==> config.mk <==
export PLATFORM = sky130hd
export DESIGN_NAME = sprite_page_dma
export DESIGN_NICKNAME = d
export VERILOG_FILES = /design/src/rtl/sprite_page_dma.sv
export SDC_FILE = /design/constraint.sdc
export NUM_CORES = 1
export LEC_CHECK = 0
export BUFFER_PORTS_ARGS = -buffer_cell sky130_fd_sc_hd__buf_2
export CELL_PAD_IN_SITES_DETAIL_PLACEMENT = 0
export CELL_PAD_IN_SITES_GLOBAL_PLACEMENT = 1
export CORE_MARGIN = 1
export CORE_UTILIZATION = 35
export CTS_BUF_LIST = sky130_fd_sc_hd__clkbuf_4
export DETAILED_ROUTE_END_ITERATION = 8
export PLACE_DENSITY = 0.83
export SLEW_MARGIN = 20
export SYNTH_ARGS = -nofsm -noshare
export SYNTH_HDL_FRONTEND = slang
export SYNTH_SLANG_ARGS = --single-unit
==> constraint.sdc <==
create_clock -name clk -period 1.3 [get_ports clk]
set_input_delay 0.195 -clock clk [delete_from_list [all_inputs] [get_ports clk]]
set_output_delay 0.195 -clock clk [all_outputs]
set_load 0.02 [all_outputs]
==> src/rtl/sprite_page_dma.sv <==
module sprite_page_dma #(
  parameter int ADDR_W = 16,
  parameter int DATA_W = 8,
  parameter int CNT_W  = 8
) (
  input  logic                    clk,
  input  logic                    rst_n,
  input  logic                    trig_we,
  input  logic [ADDR_W-CNT_W-1:0] trig_page,
  output logic                    cpu_halt,
  output logic                    bus_req,
  output logic [ADDR_W-1:0]       bus_addr,
  input  logic [DATA_W-1:0]       bus_rdata,
  output logic                    spr_we,
  output logic [DATA_W-1:0]       spr_wdata,
  output logic                    done
);
  localparam int PAGE_W  = ADDR_W - CNT_W;
  localparam int XFER_CY = 2 * (2 ** CNT_W);

  logic              busy, wr_ph, done_q;
  logic [CNT_W-1:0]  cnt;
  logic [PAGE_W-1:0] page;
  logic [DATA_W-1:0] data_q;

  always_ff @(posedge clk) begin
    if (!rst_n) begin
      busy   <= 1'b0;
      wr_ph  <= 1'b0;
      done_q <= 1'b0;
      cnt    <= '0;
      page   <= '0;
      data_q <= '0;
    end else begin
      done_q <= 1'b0;
      if (!busy) begin
        if (trig_we) begin
          busy  <= 1'b1;
          page  <= trig_page;
          cnt   <= '0;
          wr_ph <= 1'b0;
        end
      end else if (!wr_ph) begin
        data_q <= bus_rdata;
        wr_ph  <= 1'b1;
      end else begin
        wr_ph <= 1'b0;
        cnt   <= cnt + 1'b1;
        if (cnt == '1) begin
          busy   <= 1'b0;
          done_q <= 1'b1;
        end
      end
    end
  end

  assign cpu_halt  = busy;
  assign bus_req   = busy & ~wr_ph;
  assign bus_addr  = {page, cnt};
  assign spr_we    = busy & wr_ph;
  assign spr_wdata = data_q;
  assign done      = done_q;

  logic [CNT_W+1:0] chk_len;
  always_ff @(posedge clk) begin
    if (!rst_n)         chk_len <= '0;
    else if (!cpu_halt) chk_len <= '0;
    else                chk_len <= chk_len + 1'b1;
  end


  start_halt_chk: assert property (@(posedge clk) disable iff (!rst_n)
    (trig_we && !cpu_halt) |=> (cpu_halt && bus_req && bus_addr[CNT_W-1:0] == '0));


  read_then_write_chk: assert property (@(posedge clk) disable iff (!rst_n)
    bus_req |=> (spr_we && spr_wdata == $past(bus_rdata)));


  no_overlap_chk: assert property (@(posedge clk) disable iff (!rst_n)
    !(bus_req && spr_we));


  addr_step_chk: assert property (@(posedge clk) disable iff (!rst_n)
    (bus_req && $past(spr_we)) |->
      (bus_addr[CNT_W-1:0] == $past(bus_addr[CNT_W-1:0], 2) + 1'b1 &&
       bus_addr[ADDR_W-1:CNT_W] == $past(bus_addr[ADDR_W-1:CNT_W], 2)));


  halt_len_chk: assert property (@(posedge clk) disable iff (!rst_n)
    done |-> (chk_len == XFER_CY[CNT_W+1:0]));


  done_end_chk: assert property (@(posedge clk) disable iff (!rst_n)
    done |-> (!cpu_halt && $past(spr_we)));


  done_pulse_chk: assert property (@(posedge clk) disable iff (!rst_n)
    done |=> !done);
endmodule

-- Word-level counts from Yosys, hierarchy flattened
Cells that the tools add are included.
- bits in registers: 27
- bits of input ports: 19
- add/subtract/negate cells: 1
- equal/unequal tests: 2
- muxes and demuxes: 11
- bitwise logic cells: 4
- reduce and logical (&&, ||, !) cells: 5
- operators by type and width (kind ; count):
    $mux W8 ; 3
    $add A8 B1 Y8 const B ; 1
    $eq A8 B8 Y1 const B ; 1
    $mux W1 ; 8
    $reduce_and A2 Y1 ; 3
    $reduce_and A3 Y1 ; 1
    $and A1 B1 Y1 ; 2
    $ne A2 B1 Y1 const B ; 1
    $not A1 Y1 ; 2
    $reduce_bool A2 Y1 ; 1

-- Depth between registers and ports, before layout
Gate-level depths: netlist (run 1).
- depth after elaboration: 4
- depth in mapped cells: 6
- mapped depth without buffers: 4

-- Worst setup path before layout (run 1)
No wires, ideal clock.
- path type: reg2reg
- start: register cnt[0]
- end: register cnt[6]
- arrival: 1305 ps
- required time: 1238 ps
- slack: -67 ps
- stages on the path, launching flop included: 5
- buffers on the path: 0
- cells stage by stage: dfxtp_1 -> ha_1 -> nand3_1 -> or4_1 -> nand3_1
- word-level cells in the longest chain between the ends: 3
- ends and longest elaborated chain (item ; RTL line ; text):
    from (decl) ; 22 ; logic [CNT_W-1:0] cnt;
    from (signal assigned) ; 48 ; cnt <= cnt + 1'b1;
    $add A8 B1 Y8 ; 48 ;
    $mux W8 ; 43 ; end else if (!wr_ph) begin
    $mux W8 ; 36 ; if (!busy) begin
Every way passes these cells. The select of a mux whose other input is x is not followed.
A chain may end at the register's enable or synchronous reset.

-- Final worst setup path (run 1)
- start: register busy, in the netlist cpu_halt
- end: register cnt[2]
- word-level cells in the longest chain between the ends: 2
- elaborated cells on any way between the ends: 4
- classes of those cells: eq/ne (1); mux (1); reduce/logical (2)
- ends and longest elaborated chain (item ; RTL line ; text):
    from (decl) ; 21 ; logic busy, wr_ph, done_q;
    from (signal assigned) ; 28 ; busy <= 1'b0;
    from (signal assigned) ; 38 ; busy <= 1'b1;
    from (signal assigned) ; 50 ; busy <= 1'b0;
    $ne A2 B1 Y1 (no line) / $reduce_bool A2 Y1 (equally long branches) ; -- ;
    $reduce_and A2 Y1 (no line) ; -- ;
Parallel ways exist; a longest one is shown, timed or not.

==> results.cfg, run 1 <==
[status]
outcome = complete, no violations

[power_and_ir_drop]
clock_power_share_pct = 24.6
p_leak_nw = 0.707
power.share.combinational_pct = 17.0
pwr-share-seq_pct = 58.4
internal-power_w = 0.00109
powerDensity_nw_per_um2 = 944
vdd_drop_max_v = 0.000487
p_sw_w = 0.000415
p_sw_share_pct = 27.5

[global_route]
track_usage_pct = 16.0
grt_pass1_vias = 962
grt_overflow = 0
grt_max_degree = 17
antenna_found_initial = 0
grt_pass1_wl_mm = 4.17

[synth]
ys_warn_count = 0
synthMuxAreaShare_pct = 2.87
synth_fa_ha_area_share_pct = 1.10
synth_top_family_by_area = simple AND/OR/NAND/NOR gates
synth_area_um2 = 1130
ys.flop_type = dfxtp_1
synth_cell_types = 32
ys_seq_area_share_pct = 47.7
syn-num-nets = 151
synth_xor_area_share_pct = 0
yosys.area.top_type = dfxtp_1
synth.area.top_cells = dfxtp_1 (48%), nand2_1 (12%), a21boi_0 (11%)
synth_edf_count = 0
yosys_register_bits = 27
yosys.area_share.simple_pct = 26.5
async_flop_share_pct = 0
syn_area_per_cell_um2 = 8.65
synth_cells = 131
synth_compound_area_share_pct = 17.9
synth_top_area_share_pct = 47.7

[sta]
max_slew_margin_pct = 78.1
worstMarginPinSlew_ns = 0.322
post-route-period-util_pct = 96.0
layout_setup_ws_ns = 0.0514
rsz0062_at_grt = no
fin_crit_ns = 1.25
finalMaxSlewViolations = 0
skew_ns = 0.00458
setup_violations = 0
final.setup.tns_ns = 0
whs_ns = 0.0923
hold_viol = 0
fmax_mhz = 801

[critical_path]
cp.arrival_ns = 1.51
endpoint_kind = flip-flop
critPathKind = reg -> reg
path_max_fanout = 8
critical_path_required_ns = 1.56
cp-start-kind = flip-flop

[cells_and_area]
n_antenna_cell = 0
finish.utilization_pct = 52.3
final_cell_mix = buf_2 (44), nand2_1 (35), dfxtp_1 (22)
area_delta_synth_final_pct = 40.8
final_nets = 208
drive_above_1_share_pct = 44.4
layout_commonest_cell = buf_2
design_area_um2 = 1600

[detailed_routing]
post_drt_wl_per_cell_um = 11.0
ant_nets = 0
drt_iter0_markers = 68
firstDrtPassIters = 4
drc = 0
wl_mm = 2.54
via_per_inst = 4.71
vias = 1088

[floorplanning]
core_um2 = 3050
rows = 20
start_util_pct = 37.1
io_pins = 47
die_h_um = 58.9
die_area_um2 = 3470
die_w_um = 58.9

[place]
post-place-ws_ns = 0.0603
placed_cell_area_um2 = 1440
port-buffer-count = 46
gp_congestion = 0.839
post-dp-hpwl_mm = 1.85

[clock_network]
cts_max_level = 1
cts_tree = yes
cts_buffers = 3
cts_root_buffer = clkbuf_4
cts_hold_buf = 0
cts_buffer_depth = 2
clkTransAtPathRegs_ns = 0.15
insertion_delay_ns = 0.32
clock-sinks = 27

[hold_path]
hold_path_class = in -> reg

[job]
cap_violations = 0
layer usage:
layer | part of all wire, % | GRT usage, % | vias to the layer above
met5 | 0 | 0 | -
met4 | 0.67 | 7.14 | 0
met3 | 6.9 | 3.74 | 2
met2 | 46 | 25.6 | 31
met1 | 47 | 20.3 | 488
li1 | - | - | 567
what timing repair did:
action                                  in CTS  in global routing
endpoints found under the setup margin       2                  6
endpoints found under the hold margin        0                  0
resized for setup                            4                 14
pin swaps                                    0                  2
setup buffers                                5                  2
state kept, by name (all words and copies together), names as in the netlist:
signal / count
cnt: 8
page: 8
spr_wdata: 8
wr_ph: 1
cpu_halt: 1
done: 1
logic make-up after synthesis:
| kind of cell | after synthesis |
|---|---|
| compound gates | 28 |
| simple gates | 63 |
| flops | 27 |
| fa+ha+maj | 1 |
| buf+inv | 10 |
| mux | 2 |
synth_stat cells, types with 2 or more instances:
cell       n
nand2b_1   2
o21ai_0    3
nand2_1   36
nand3_1    9
a21boi_0  17
buf_2      2
o211ai_1   3
nor2_1     3
dfxtp_1   27
or4_1      3
nor2b_1    2
clkbuf_1   4
path summary, 6_finish.rpt:
check               start           end  slack [ns]  depth (start not counted)
min reg2reg  spr_wdata[2]  spr_wdata[2]        0.47                          2
min          trig_page[2]       page[2]        0.09                          3
max              cpu_halt        cnt[2]        0.05                          4
max reg2reg      cpu_halt        cnt[2]        0.05                          4
area by class of cell:
| cell class | count | area (um^2) |
|---|---|---|
| clock buffers | 3 | 22.5 |
| inverters | 2 | 7.51 |
| well taps | 44 | 55.1 |
| flip-flops and latches | 27 | 557 |
| clock inverters | 1 | 7.51 |
| repair buffers | 60 | 357 |
| multi-input cells | 94 | 591 |
| fillers | 302 | 1460 |
through the flow:
stage | power (W) | cells
2_1_floorplan | 0.00104 | 131
3_3_place_gp | 0.00112 | 220
3_5_place_dp | 0.00113 | 220
4_1_cts | 0.00153 | 229
5_1_grt | 0.00158 | 231
6_report | 0.00151 | 231
power groups by stage:
stage               logic [W]  registers, W  clock network, W
finish               0.000256      0.000880          0.000371
global route         0.000281      0.000886          0.000417
CTS                  0.000248      0.000883          0.000395
detailed placement   0.000220      0.000906                 0
global placement     0.000219      0.000903                 0
floorplan            0.000101      0.000939                 0
worst max-delay path, cell delays in order (launching register included):
cell,delay [ns]
dfxtp_4,0.43
buf_12,0.11
mux2i_4,0.35
o21ai_1,0.13
a21boi_0,0.16
Power figures use the tool's default switching activity.
==> run 2, diff against run 1 <==
ABC_AREA = 1   (was not set)
CORE_UTILIZATION = 34   (was 35)
==> run 2 against run 1 <==
Sequential share of layout area up 2.9 points. Critical path depth decreased by 1. Setup slack better by 0.015 ns. Synthesized cell count grew 9.2%. Die area rose by 0.42%. Register-to-register slack improved by 0.099 ns. Synthesized area is 2.4% lower. Maximum frequency is 1.2% higher. Clock power shrank 7.0%. Flip-flop and latch count unchanged. Critical path type is now reg -> out. Critical endpoint is now bus_req. Largest cell class is now sequential cells.
==> results.cfg, run 2 <==
[status]
outcome = complete, no violations

[sta]
worstMarginPinSlew_ns = 0.262
max_slew_margin_pct = 82.5
whs_ns = 0.0969
fmax_mhz = 810
post-route-period-util_pct = 94.9
fin_crit_ns = 1.23
hold_viol = 0
setup_violations = 0
skew_ns = 0.00180
final.setup.tns_ns = 0
finalMaxSlewViolations = 0
rsz0062_at_grt = no

[detailed_routing]
drt_iter0_markers = 55
wl_mm = 2.35
firstDrtPassIters = 4
ant_nets = 0
post_drt_wl_per_cell_um = 9.82
vias = 1051
via_per_inst = 4.40
drc = 0

[synth]
ys_warn_count = 0
yosys.area.top_type = dfxtp_1
async_flop_share_pct = 0
synthTopCellsByCount = nor2_1 (38), dfxtp_1 (27), o21ai_0 (20), inv_1 (12), nand2_1 (12)
ys.flop_type = dfxtp_1
syn-num-nets = 163
synth_top_area_share_pct = 48.9
ys_seq_area_share_pct = 48.9
synth.most_common_cell = nor2_1
yosys_register_bits = 27
synth_edf_count = 0
synth.area.top_cells = dfxtp_1 (49%), nor2_1 (13%), o21ai_0 (9.0%)
synth_area_um2 = 1110
synth_cell_types = 18
synth_cells = 143
syn_area_per_cell_um2 = 7.73

[clock_network]
clkTransAtPathRegs_ns = 0.14
cts_buffer_depth = 2
clock-sinks = 27
cts_tree = yes
cts_hold_buf = 0
cts_buffers = 3
insertion_delay_ns = 0.31
cts_root_buffer = clkbuf_4
cts_max_level = 1

[place]
port-buffer-count = 46
placed_cell_area_um2 = 1390
post-dp-hpwl_mm = 1.82
gp_congestion = 0.861

[hold_path]
hp-start = bus_rdata[6]
hold_path_class = in -> reg
min_path_cells = 3

[critical_path]
rr_worst_depth = 6
path_max_fanout = 5
cp-start-kind = flip-flop
endpoint_kind = output pin
critPathKind = reg -> out
r2r_start = cnt[0]
critical_path_required_ns = 1.11
setup.worst_path.start = cpu_halt
cp.arrival_ns = 1.04

[global_route]
grt_max_degree = 20
antenna_found_initial = 0
grt_pass1_wl_mm = 3.95
track_usage_pct = 14.6
grt_overflow = 0
grt_pass1_vias = 974

[cells_and_area]
drive_above_1_share_pct = 38.5
n_antenna_cell = 0
design_area_um2 = 1460
regArea_um2 = 551
area_delta_synth_final_pct = 31.7
final_cell_mix = buf_2 (44), nor2_1 (38), dfxtp_1 (23)
layout_commonest_cell = buf_2
multiInputGateArea_um2 = 495
n_fill_cell = 324
finish.utilization_pct = 47.3
final_nets = 216

[power_and_ir_drop]
vdd_drop_max_v = 0.000670
powerDensity_nw_per_um2 = 1030
p_leak_nw = 0.710

[floorplanning]
rows = 20
die_h_um = 59.0
core_um2 = 3080
die_area_um2 = 3490
start_util_pct = 35.9
die_w_um = 59.0
io_pins = 47

[job]
cap_violations = 0
==> run 2: worst paths after layout <==
path	to	slack (ns)
setup reg to reg	cpu_halt	0.15
hold reg to reg	cnt[0]	0.48
hold / removal	spr_wdata[6]	0.1
setup / recovery	bus_req	0.07
==> run 2: worst max-delay path, stage by stage (launching register included) <==
cell and delay, ns:
dfxtp_4 0.41, inv_2 0.06, nor2_4 0.12, buf_4 0.15
==> run 2: layer usage <==
metal / global-route usage (%) / vias to the layer above / part of all wire (%) / wire, um
met1: 17.8 / 466 / 45 / 1060
met4: 4.08 / 0 / 0 / 0
li1: - / 559 / - / -
met3: 1.97 / 0 / 4.0 / 93
met2: 26.8 / 26 / 51 / 1200
met5: 0 / - / 0 / 0
==> run 2: what timing repair did <==
| item | 4_1_cts | 5_1_grt |
|---|---|---|
| resized for setup | 5 | 3 |
| setup endpoints to repair | 2 | 5 |
| buffers inserted | 1 | 2 |
| pin swaps | 1 | 1 |
| hold endpoints to repair | 0 | 0 |
==> run 2: kinds of logic (layout without fill, tap and decap cells) <==
group / count (synthesis) / in the layout / synth area share (%)
flip-flops: 27 / 27 / 48.9
buffers and inverters: 18 / 70 / 6.33
AO/OA/AOI/OAI: 32 / 32 / 16.5
adder cells (fa/ha/maj): 1 / 1 / 1.13
AND/OR/NAND/NOR: 65 / 65 / 27.1
==> run 2: area by class of cell <==
cell class,count,area share (%)
well taps,44,3.78
inverters,16,4.30
clock inverters,1,0.344
repair buffers,50,18.2
clock buffers,3,1.55
flip-flops and latches,27,37.8
multi-input cells,98,34.0
==> run 2: power breakdown <==
part / internal, W / total (W) / switching, W
Combinational: 0.0000943 / 0.000260 / 0.000165
Sequential: 0.000873 / 0.000899 / 0.0000264
Clock: 0.000115 / 0.000345 / 0.000231
Total: 0.00108 / 0.00150 / 0.000422
==> run 2: per-stage QoR <==
| stage | worst slack, ns | power, W | std cells |
|---|---|---|---|
| 6_report | 0.0660 | 0.00150 | 239 |
| 5_1_grt | 0.0123 | 0.00160 | 239 |
| 4_1_cts | 0.0238 | 0.00153 | 237 |
| 3_5_place_dp | 0.0722 | 0.00117 | 232 |
| 3_3_place_gp | 0.137 | 0.00117 | 232 |
| 2_1_floorplan | 0.0230 | 0.00107 | 143 |
==> run 3, diff against run 2 <==
RECOVER_POWER = 100   (was not set)
==> run 3 against run 2 <==
Die area unchanged. Final cell count unchanged. Sequential power about the same. Non-clock buffer count unchanged. Wire length up 1.6%. Largest power group unchanged.
==> results.cfg, run 3 (synthesized netlist as in run 2, its figures left out) <==
[clock_network]
cts_tree = yes
insertion_delay_ns = 0.31
cts_buffer_depth = 2
cts_buffers = 3
clkTransAtPathRegs_ns = 0.14
cts_max_level = 1
clock-sinks = 27
cts_root_buffer = clkbuf_4

[detailed_routing]
firstDrtPassIters = 4
vias = 1055
ant_nets = 0
drc = 0
via_per_inst = 4.41
drt_iter0_markers = 37
wl_mm = 2.39
post_drt_wl_per_cell_um = 9.98

[critical_path]
endpoint_kind = output pin
cp-start-kind = flip-flop
critical_path_required_ns = 1.11
critPathKind = reg -> out
path_max_fanout = 5
cp.arrival_ns = 1.04

[sta]
setup_violations = 0
worstMarginPinSlew_ns = 0.283
skew_ns = 0.00201
fmax_mhz = 808
hold_viol = 0
rsz0062_at_grt = no
post-route-period-util_pct = 95.2
final.setup.tns_ns = 0
finalMaxSlewViolations = 0
max_slew_margin_pct = 81.2
fin_crit_ns = 1.24

[cells_and_area]
final_cell_mix = nor2_1 (38), clkbuf_1 (24), dfxtp_1 (23)
n_antenna_cell = 0
multiInputGateArea_um2 = 475
n_fill_cell = 340
finish.utilization_pct = 45.4
final_nets = 216
layout_commonest_cell = nor2_1
area_delta_synth_final_pct = 26.5
regArea_um2 = 548
drive_above_1_share_pct = 24.1

[global_route]
grt_pass1_vias = 974
antenna_found_initial = 0
grtUsageMet2_pct = 26.8
track_usage_pct = 14.6
grt_max_degree = 20
grt_pass1_wl_mm = 3.95
use_met1_pct = 17.8
grt_busiest_layer = met2
grt_overflow = 0
grt_use_met3_pct = 1.97

[job]
cap_violations = 0

[floorplanning]
rows = 20
die_h_um = 59.0
die_area_um2 = 3490
die_w_um = 59.0
io_pins = 47
core_um2 = 3080
start_util_pct = 35.9

[hold_path]
hold_path_class = in -> reg

[status]
outcome = complete, no violations

[place]
gp_congestion = 0.861
port-buffer-count = 46
post-dp-hpwl_mm = 1.82

[power_and_ir_drop]
vdd_drop_max_v = 0.000675
powerDensity_nw_per_um2 = 1070
p_leak_nw = 0.600
==> run 3: cell count changes in the layout (fill, tap and decap cells not counted), sizes merged <==
cell and change:
clkbuf +27, buf -27
==> run 3: worst max-delay path, stage by stage, from the launching register on <==
cell and delay [ns]:
dfxtp_4 0.41, inv_2 0.06, nor2_4 0.12, buf_4 0.15
==> run 3: layer usage <==
layer | share of wire [%] | routed length [um] | up-vias
li1 | - | - | 559
met1 | 46 | 1110 | 467
met2 | 49 | 1180 | 27
met3 | 3.8 | 91 | 2
met4 | 0.29 | 7 | 0
met5 | 0 | 0 | -
==> run 3: final cells by class <==
class,instances,share of cell area [%]
inverter,16,4.47
multi-input combinational,98,34.0
timing repair buffer,50,16.5
tap,44,3.94
clock buffer,3,1.61
sequential,27,39.2
clock inverter,1,0.358
==> run 3: timing repair <==
item / 4_1_cts / 5_1_grt
hold buffers: 0 / 0
resized for setup: 5 / 3
setup buffers: 1 / 2
pin swaps: 1 / 1
endpoints found under the setup margin: 2 / 5
==> run 3: through the flow <==
| stage | instances | hold slack (ns) | setup WS, ns | power [W] | instance area, um^2 |
|---|---|---|---|---|---|
| 2_1_floorplan | 143 | 0.330 | 0.0230 | 0.00107 | 1110 |
| 3_3_place_gp | 232 | 0.419 | 0.137 | 0.00117 | 1390 |
| 3_5_place_dp | 232 | 0.426 | 0.0722 | 0.00117 | 1390 |
| 4_1_cts | 237 | 0.0818 | 0.0238 | 0.00153 | 1440 |
| 5_1_grt | 239 | 0.0864 | 0.00925 | 0.00158 | 1400 |
| 6_report | 239 | 0.0945 | 0.0621 | 0.00149 | 1400 |
==> run 3: where the power goes <==
group	internal, W	switching (W)
logic	0.0000793	0.000163
registers	0.000874	0.0000278
clock network	0.000115	0.000234
==> run 3: path summary, 6_finish.rpt <==
path	from	end	slack (ns)	depth (start not counted)
worst max-delay path	cpu_halt	bus_req	0.06	3
worst min register to register	cnt[0]	cnt[0]	0.49	1
worst max register to register	cnt[0]	cpu_halt	0.13	6
worst min-delay path	bus_rdata[6]	spr_wdata[6]	0.09	3
